==> src/rtl/strap_addr_pkg.sv <==
package strap_addr_pkg;

  typedef struct packed {
    logic latchStrap;
    logic decodeEn;
  } ctlStrobes_t;

  // index 0..6 -> 0x30 + 2*i ; index 7 -> 0x3D
  function automatic logic [6:0] strapToAddr(input logic [2:0] idx);
    if (idx == 3'd7) return 7'h3D;
    return 7'h30 + {3'b000, idx, 1'b0};
  endfunction

endpackage

==> src/rtl/strap_settle_ctl.sv <==
module strap_settle_ctl
  import strap_addr_pkg::*;
#(
  parameter int SETTLE_CYCLES = 50000
) (
  input  logic        clk,
  input  logic        rstN,
  input  logic        pwrEnable,
  input  logic        addrValid,
  output ctlStrobes_t strobes
);
  localparam int CNT_W = $clog2(SETTLE_CYCLES + 1);
  localparam logic [CNT_W-1:0] LAST = CNT_W'(SETTLE_CYCLES - 1);

  logic [CNT_W-1:0] cnt;
  logic             ready;

  always_ff @(posedge clk or negedge rstN) begin
    if (!rstN) begin
      cnt   <= '0;
      ready <= 1'b0;
    end else if (!pwrEnable) begin
      cnt   <= '0;
      ready <= 1'b0;
    end else if (!ready) begin
      if (cnt == LAST) ready <= 1'b1;
      else             cnt   <= cnt + 1'b1;
    end
  end

  always_comb begin
    strobes.latchStrap = pwrEnable && !ready && (cnt == LAST);
    strobes.decodeEn   = addrValid && ready;
  end


  power_drop_chk: assert property (@(posedge clk) disable iff (!rstN)
    !pwrEnable |=> !ready);


  ready_rise_chk: assert property (@(posedge clk) disable iff (!rstN)
    $rose(ready) |-> ($past(pwrEnable) && $past(cnt) == LAST));

endmodule

==> src/rtl/alias_match_dp.sv <==
module alias_match_dp
  import strap_addr_pkg::*;
#(
  parameter int ADDR_W = 7,
  parameter int IDX_W  = 3,
  parameter int PORTS  = 2
) (
  input  logic                           clk,
  input  logic                           rstN,
  input  ctlStrobes_t                    strobes,
  input  logic                           addrValid,
  input  logic [IDX_W-1:0]               strapIdx,
  input  logic [ADDR_W:0]                addrByte,
  input  logic [PORTS-1:0][ADDR_W-1:0]   aliasAddr,
  input  logic [PORTS-1:0]               pageCtl,
  output logic                           matchPulse,
  output logic [PORTS-1:0]               pageSel,
  output logic                           pageForced,
  output logic                           rwBit
);
  logic [ADDR_W-1:0] primaryAddr;
  logic [PORTS-1:0]  aliasHit;
  logic [PORTS-1:0]  aliasSel;
  logic [PORTS-1:0]  lowestPage;
  logic              primHit;

  always_ff @(posedge clk or negedge rstN) begin
    if (!rstN)                   primaryAddr <= '0;
    else if (strobes.latchStrap) primaryAddr <= strapToAddr(strapIdx);
  end

  for (genvar p = 0; p < PORTS; p++) begin : g_alias
    assign aliasHit[p] = (aliasAddr[p] != '0) && (aliasAddr[p] == addrByte[ADDR_W:1]);
  end

  assign primHit    = (primaryAddr == addrByte[ADDR_W:1]);
  assign lowestPage = pageCtl & (~pageCtl + 1'b1);
  assign aliasSel   = aliasHit & (~aliasHit + 1'b1);

  always_ff @(posedge clk or negedge rstN) begin
    if (!rstN) begin
      matchPulse <= 1'b0;
      pageSel    <= '0;
      pageForced <= 1'b0;
      rwBit      <= 1'b0;
    end else begin
      matchPulse <= 1'b0;
      pageSel    <= '0;
      pageForced <= 1'b0;
      if (addrValid) rwBit <= addrByte[0];
      if (strobes.decodeEn) begin
        if (primHit) begin
          matchPulse <= 1'b1;
          pageSel    <= addrByte[0] ? lowestPage : pageCtl;
        end else if (aliasHit != '0) begin
          matchPulse <= 1'b1;
          pageSel    <= aliasSel;
          pageForced <= 1'b1;
        end
      end
    end
  end


  match_needs_decode_chk: assert property (@(posedge clk) disable iff (!rstN)
    matchPulse |-> $past(strobes.decodeEn));


  forced_onehot_chk: assert property (@(posedge clk) disable iff (!rstN)
    pageForced |-> (matchPulse && $countones(pageSel) == 1));


  primary_page_subset_chk: assert property (@(posedge clk) disable iff (!rstN)
    (matchPulse && !pageForced) |-> ((pageSel & ~$past(pageCtl)) == '0));


  rw_capture_chk: assert property (@(posedge clk) disable iff (!rstN)
    $past(addrValid) |-> (rwBit == $past(addrByte[0])));


  strap_hold_chk: assert property (@(posedge clk) disable iff (!rstN)
    !$past(strobes.latchStrap) |-> $stable(primaryAddr));

endmodule

==> src/rtl/strap_addr_decoder.sv <==
module strap_addr_decoder
  import strap_addr_pkg::*;
#(
  parameter int CLK_HZ = 50_000_000
) (
  input  logic       clk,
  input  logic       rstN,
  input  logic       pwrEnable,
  input  logic [2:0] strapIdx,
  input  logic       addrValid,
  input  logic [7:0] addrByte,
  input  logic [7:0] alias0Reg,
  input  logic [7:0] alias1Reg,
  input  logic [1:0] pageCtl,
  output logic       matchPulse,
  output logic [1:0] pageSel,
  output logic       pageForced,
  output logic       rwBit
);
  localparam int SETTLE_CYCLES = (CLK_HZ / 1000 > 0) ? CLK_HZ / 1000 : 1;

  ctlStrobes_t      strobes;
  logic [1:0][6:0]  aliasAddr;
  logic             unusedAliasLsb;

  assign aliasAddr      = {alias1Reg[7:1], alias0Reg[7:1]};
  assign unusedAliasLsb = alias0Reg[0] ^ alias1Reg[0];

  strap_settle_ctl #(.SETTLE_CYCLES(SETTLE_CYCLES)) ctl (
    .clk       (clk),
    .rstN      (rstN),
    .pwrEnable (pwrEnable),
    .addrValid (addrValid),
    .strobes   (strobes)
  );

  alias_match_dp #(.ADDR_W(7), .IDX_W(3), .PORTS(2)) dp (
    .clk        (clk),
    .rstN       (rstN),
    .strobes    (strobes),
    .addrValid  (addrValid),
    .strapIdx   (strapIdx),
    .addrByte   (addrByte),
    .aliasAddr  (aliasAddr),
    .pageCtl    (pageCtl),
    .matchPulse (matchPulse),
    .pageSel    (pageSel),
    .pageForced (pageForced),
    .rwBit      (rwBit)
  );

endmodule

==> config.mk <==
export PLATFORM = sky130hd
export DESIGN_NAME = strap_addr_decoder
export DESIGN_NICKNAME = d
export VERILOG_FILES = /design/src/rtl/strap_addr_pkg.sv /design/src/rtl/strap_settle_ctl.sv /design/src/rtl/alias_match_dp.sv /design/src/rtl/strap_addr_decoder.sv
export SDC_FILE = /design/constraint.sdc
export NUM_CORES = 1
export LEC_CHECK = 0
export BUFFER_PORTS_ARGS = -buffer_cell sky130_fd_sc_hd__buf_2
export CAP_MARGIN = 20
export CORE_MARGIN = 2
export CORE_UTILIZATION = 40
export CTS_CLUSTER_DIAMETER = 80
export DETAILED_ROUTE_END_ITERATION = 10
export GPL_TIMING_DRIVEN = 0
export HOLD_SLACK_MARGIN = 0.06
export MAX_ROUTING_LAYER = met4
export PLACE_DENSITY = 0.75
export SLEW_MARGIN = 5
export SYNTH_ARGS = -nofsm -noshare
export SYNTH_HDL_FRONTEND = slang
export SYNTH_SLANG_ARGS = --single-unit
==> constraint.sdc <==
create_clock -name clk -period 2.1 [get_ports clk]
set_input_delay 0.525 -clock clk [delete_from_list [all_inputs] [get_ports clk]]
set_output_delay 0.525 -clock clk [all_outputs]
set_load 0.1 [all_outputs]
==> metrics.csv <==
metric;value;unit
maximum number of pins on one net before global-route repair;28;
kind of critical path;reg2reg;
Slew headroom;0.608;
delay contributed by the slowest stage of the critical path;430;ps
Yosys Warn Count;0;
clock latency of the later-clocked register in the worst-skew pair;270;ps
basic-gate share of the synthesized area counting and, or, nand and nor cells;0.277;
vias after detailed routing;1247;
TritonCTS Buffers;3;
width of the die;66.8;um
launch point of the worst reg-to-reg path;ctl.cnt[0]$_DFFE_PN0P_;
Sw Pwr;0.000248;W
Fin. Hold Viols;0;
Mapped Area;1580;sq um
total wire length after detailed routing;3010;um
Min Clock Period, post-route;1890;ps
reg-to-reg slack, setup;210;ps
Post-Synth Adder-Cell Area;0.00794;
mean post-synth cell area;10.4;sq um
Cells after Synth;152;
global-route usage over all layers;0.152;
clock tree from TritonCTS;done;
cells on worst reg2reg path;6;
Detailed Route Iter0 Violations;54;
worst flop-to-flop path endpoint;ctl.cnt[3]$_DFFE_PN0P_;
pins over their slew limit;0;
Pleak;0.848;nW
antenna violations before repair;0;
internal cell power;0.000714;W
sequential power share;0.553;
sequential area share after synthesis;0.429;
Synthesized Nets;186;
proportion of power drawn by the clock network;0.310;
placeable core region;3720;sq um
DRC violation count after routing;0;
area share of the leading cell type in the synthesized netlist;0.429;
die outline area;4460;sq um
VDD IR max;0.176;mV
max-cap check violation count;0;
area leader, netlist;sky130_fd_sc_hd__dfrtp_1;
combinational family with the most area after synthesis;simple AND/OR/NAND/NOR gates;
post-cts hold buffer count;0;
top-level port count;38;
required time of the critical path;2270;ps
via count of the first global-routing pass;1199;
half-perimeter wire length of the detailed placement result;2310;um
number of placement rows;22;
number of buffers added on ports;35;
final design instance area without fill;1860;sq um
endpoint type of the worst setup path;flop;
area share of xor/xnor cells in the synthesized design;0.150;
Final GP Congestion;0.746;
drt via density;5.22;
antenna-violating nets left;0;
number of inserted diodes;0;
detail-routed net length per standard cell;12.6;um
cell area after placement;1810;sq um
status;finished clean;
post-synthesis sequential element count;27;
unique cell type count in the Yosys netlist;40;
final total negative setup slack;0;ps
global-route congestion overflow total;0;
portion of netlist area occupied by mux cells;0.0278;
router iterations before antenna repair;4;
post-CTS setup-driven buffer insertion count;0;
Synth-to-Final Area Change;17.9;%
Initial Utilization;0.424;
switching power as a share of total power;0.258;
power per cell area;519;nW/um^2
worst hold path class;in2async;
final setup violation count;0;
arrival time of the worst setup path;2060;ps
post-cts repair resize count;0;
CTS H-Tree Depth;1;
Max Freq;0.530;GHz
clock edge transition at the registers on the reported setup and hold paths;90;ps
clk sinks;27;
Critical-path top delay cell;sky130_fd_sc_hd__a41oi_1;
wire length of the first global-routing pass;5100;um
worst slew pin tran;589;ps
proportion of layout cells with a drive suffix above 1;0.272;
final cycle utilization of the critical path;0.898;
Startpoint Class;flop;
overall die height;66.8;um
Compound-Gate Fraction of Synth Area;0.0953;
cell at the root of the clock tree;sky130_fd_sc_hd__clkbuf_8;
Comb pwr share;0.137;
maximum fanout along the worst path;5;
synth top area cells;sky130_fd_sc_hd__dfrtp_1, sky130_fd_sc_hd__xnor2_1, sky130_fd_sc_hd__xor2_1;
RSZ-0062 raised after global routing;no;
maximum clock path buffer count;2;
Clock Skews;4.26;ps
cell chain of the critical path;ha_1 -> and4_1 -> a41oi_1 -> nand3_1 -> xnor2_1 -> and2_1;
number of nets at the end of the flow;226;
-- Yosys cell counts --
| cell | number |
|---|---|
| sky130_fd_sc_hd__nand2b_1 | 1 |
| sky130_fd_sc_hd__nor4bb_1 | 1 |
| sky130_fd_sc_hd__or3b_1 | 1 |
| sky130_fd_sc_hd__buf_2 | 1 |
| sky130_fd_sc_hd__mux2i_1 | 1 |
| sky130_fd_sc_hd__clkbuf_1 | 1 |
| sky130_fd_sc_hd__a2111oi_4 | 1 |
| sky130_fd_sc_hd__mux2_2 | 3 |
| sky130_fd_sc_hd__nor4_2 | 1 |
| sky130_fd_sc_hd__nor3b_1 | 1 |
| sky130_fd_sc_hd__nand4b_4 | 1 |
| sky130_fd_sc_hd__and3b_1 | 1 |
| sky130_fd_sc_hd__and3_1 | 2 |
| sky130_fd_sc_hd__buf_4 | 1 |
| sky130_fd_sc_hd__o21ai_0 | 7 |
| sky130_fd_sc_hd__a2111oi_2 | 1 |
| sky130_fd_sc_hd__a41oi_1 | 1 |
| sky130_fd_sc_hd__nor3_1 | 6 |
| sky130_fd_sc_hd__a21boi_1 | 3 |
| sky130_fd_sc_hd__and2_4 | 1 |
| sky130_fd_sc_hd__nor4b_2 | 1 |
| sky130_fd_sc_hd__dfrtp_1 | 27 |
| sky130_fd_sc_hd__nand4b_1 | 1 |
| sky130_fd_sc_hd__a21boi_0 | 2 |
| sky130_fd_sc_hd__ha_1 | 1 |
| sky130_fd_sc_hd__nor2_1 | 6 |
| sky130_fd_sc_hd__or3_1 | 5 |
| sky130_fd_sc_hd__nor4_1 | 3 |
| sky130_fd_sc_hd__nand3_1 | 4 |
| sky130_fd_sc_hd__inv_1 | 1 |
| sky130_fd_sc_hd__and2_1 | 9 |
| sky130_fd_sc_hd__xor2_1 | 11 |
| sky130_fd_sc_hd__xnor2_1 | 16 |
| sky130_fd_sc_hd__a211o_1 | 2 |
| sky130_fd_sc_hd__nand3b_2 | 1 |
| sky130_fd_sc_hd__nor2b_1 | 3 |
| sky130_fd_sc_hd__nand2_1 | 15 |
| sky130_fd_sc_hd__and4_1 | 2 |
| sky130_fd_sc_hd__a21oi_2 | 1 |
| sky130_fd_sc_hd__nand4_1 | 5 |
-- critical path: cells and delay by family (launching register included) --
| kind | cells | cell delay (ps) |
|---|---|---|
| flip-flops | 1 | 410 |
| AO/OA/AOI/OAI | 1 | 430 |
| AND/OR/NAND/NOR | 3 | 550 |
| adder cells (fa/ha/maj) | 1 | 240 |
| XOR/XNOR | 1 | 150 |
-- routing by layer --
layer	track usage	routed length, um	vias to the layer above
met5	-	0	-
met1	0.193	1400	589
met2	0.251	1350	38
met3	0.0287	219	3
met4	0.0383	30	0
li1	-	-	617
-- cells in the final DEF (no fill, tap or decap), types with 2 or more instances in the layout --
cell type | netlist | final
sky130_fd_sc_hd__nor4_1 | 3 | 3
sky130_fd_sc_hd__nor3_1 | 6 | 6
sky130_fd_sc_hd__nand3_1 | 4 | 4
sky130_fd_sc_hd__nand2_1 | 15 | 15
sky130_fd_sc_hd__xnor2_1 | 16 | 16
sky130_fd_sc_hd__clkbuf_8 | 0 | 3
sky130_fd_sc_hd__buf_2 | 1 | 36
sky130_fd_sc_hd__and3_1 | 2 | 2
sky130_fd_sc_hd__a211o_1 | 2 | 2
sky130_fd_sc_hd__and4_1 | 2 | 2
sky130_fd_sc_hd__nor2b_1 | 3 | 3
sky130_fd_sc_hd__xor2_1 | 11 | 11
sky130_fd_sc_hd__nor2_1 | 6 | 6
sky130_fd_sc_hd__a21boi_0 | 2 | 2
sky130_fd_sc_hd__and2_1 | 9 | 9
sky130_fd_sc_hd__o21ai_0 | 7 | 7
sky130_fd_sc_hd__or3_1 | 5 | 5
sky130_fd_sc_hd__dfrtp_1 | 27 | 27
sky130_fd_sc_hd__nand4_1 | 5 | 5
sky130_fd_sc_hd__a21boi_1 | 3 | 3
sky130_fd_sc_hd__mux2_2 | 3 | 3
-- flip-flops by register name (all words and copies together), names as in the netlist --
signal / count
ctl.cnt: 16
dp.rwBit: 1
dp.pageSel: 2
dp.pageForced: 1
ctl.ready: 1
dp.primaryAddr: 5
dp.matchPulse: 1
-- worst max-delay path by stage --
stage | start | endpoint | cells past startpoint
after floorplan | alias1Reg[1] | dp.pageSel[1]$_DFF_PN0_ | 5
after global placement | alias1Reg[2] | dp.pageSel[1]$_DFF_PN0_ | 6
after detailed placement | alias1Reg[2] | dp.pageSel[1]$_DFF_PN0_ | 6
after CTS | ctl.cnt[0]$_DFFE_PN0P_ | ctl.cnt[3]$_DFFE_PN0P_ | 6
after global routing | ctl.cnt[0]$_DFFE_PN0P_ | ctl.cnt[3]$_DFFE_PN0P_ | 6
final | ctl.cnt[0]$_DFFE_PN0P_ | ctl.cnt[3]$_DFFE_PN0P_ | 6
-- power by group through the flow --
stage	logic (W)	clock network (W)	registers, W
after floorplan	0.0000545	0	0.000556
after global placement	0.000131	0	0.000542
after detailed placement	0.000133	0	0.000543
after CTS	0.000133	0.000307	0.000533
after global routing	0.000145	0.000332	0.000534
final	0.000132	0.000299	0.000532
-- through the flow --
| step | hold slack [ps] | worst slack [ps] | utilization | power [W] | std cells |
|---|---|---|---|---|---|
| final | 236 | 215 | 0.500 | 0.000963 | 239 |
| after global routing | 282 | 51.3 | 0.500 | 0.00101 | 239 |
| after CTS | 261 | 195 | 0.500 | 0.000973 | 239 |
| after detailed placement | 489 | 178 | 0.487 | 0.000676 | 235 |
| after global placement | 466 | 190 | 0.487 | 0.000673 | 235 |
| after floorplan | 229 | 354 | - | 0.000611 | 152 |
-- final cells by class --
| type | count | area [sq um] |
|---|---|---|
| buffer | 3 | 16.3 |
| clock buffer | 3 | 41.3 |
| clock inverter | 1 | 5.00 |
| fill | 362 | 1860 |
| inverter | 1 | 3.75 |
| multi-input combinational | 121 | 880 |
| sequential | 27 | 676 |
| tap | 48 | 60.1 |
| timing repair buffer | 35 | 175 |
-- cells by family (layout without fill, tap and decap cells) --
group / after synthesis / count (layout)
AND/OR/NAND/NOR: 71 / 71
AO/OA/AOI/OAI: 18 / 18
adder cells (fa/ha/maj): 1 / 1
multiplexers: 4 / 4
XOR/XNOR: 27 / 27
buffers and inverters: 4 / 43
flip-flops: 27 / 27
No activity file was read; power rests on OpenSTA's default activity.
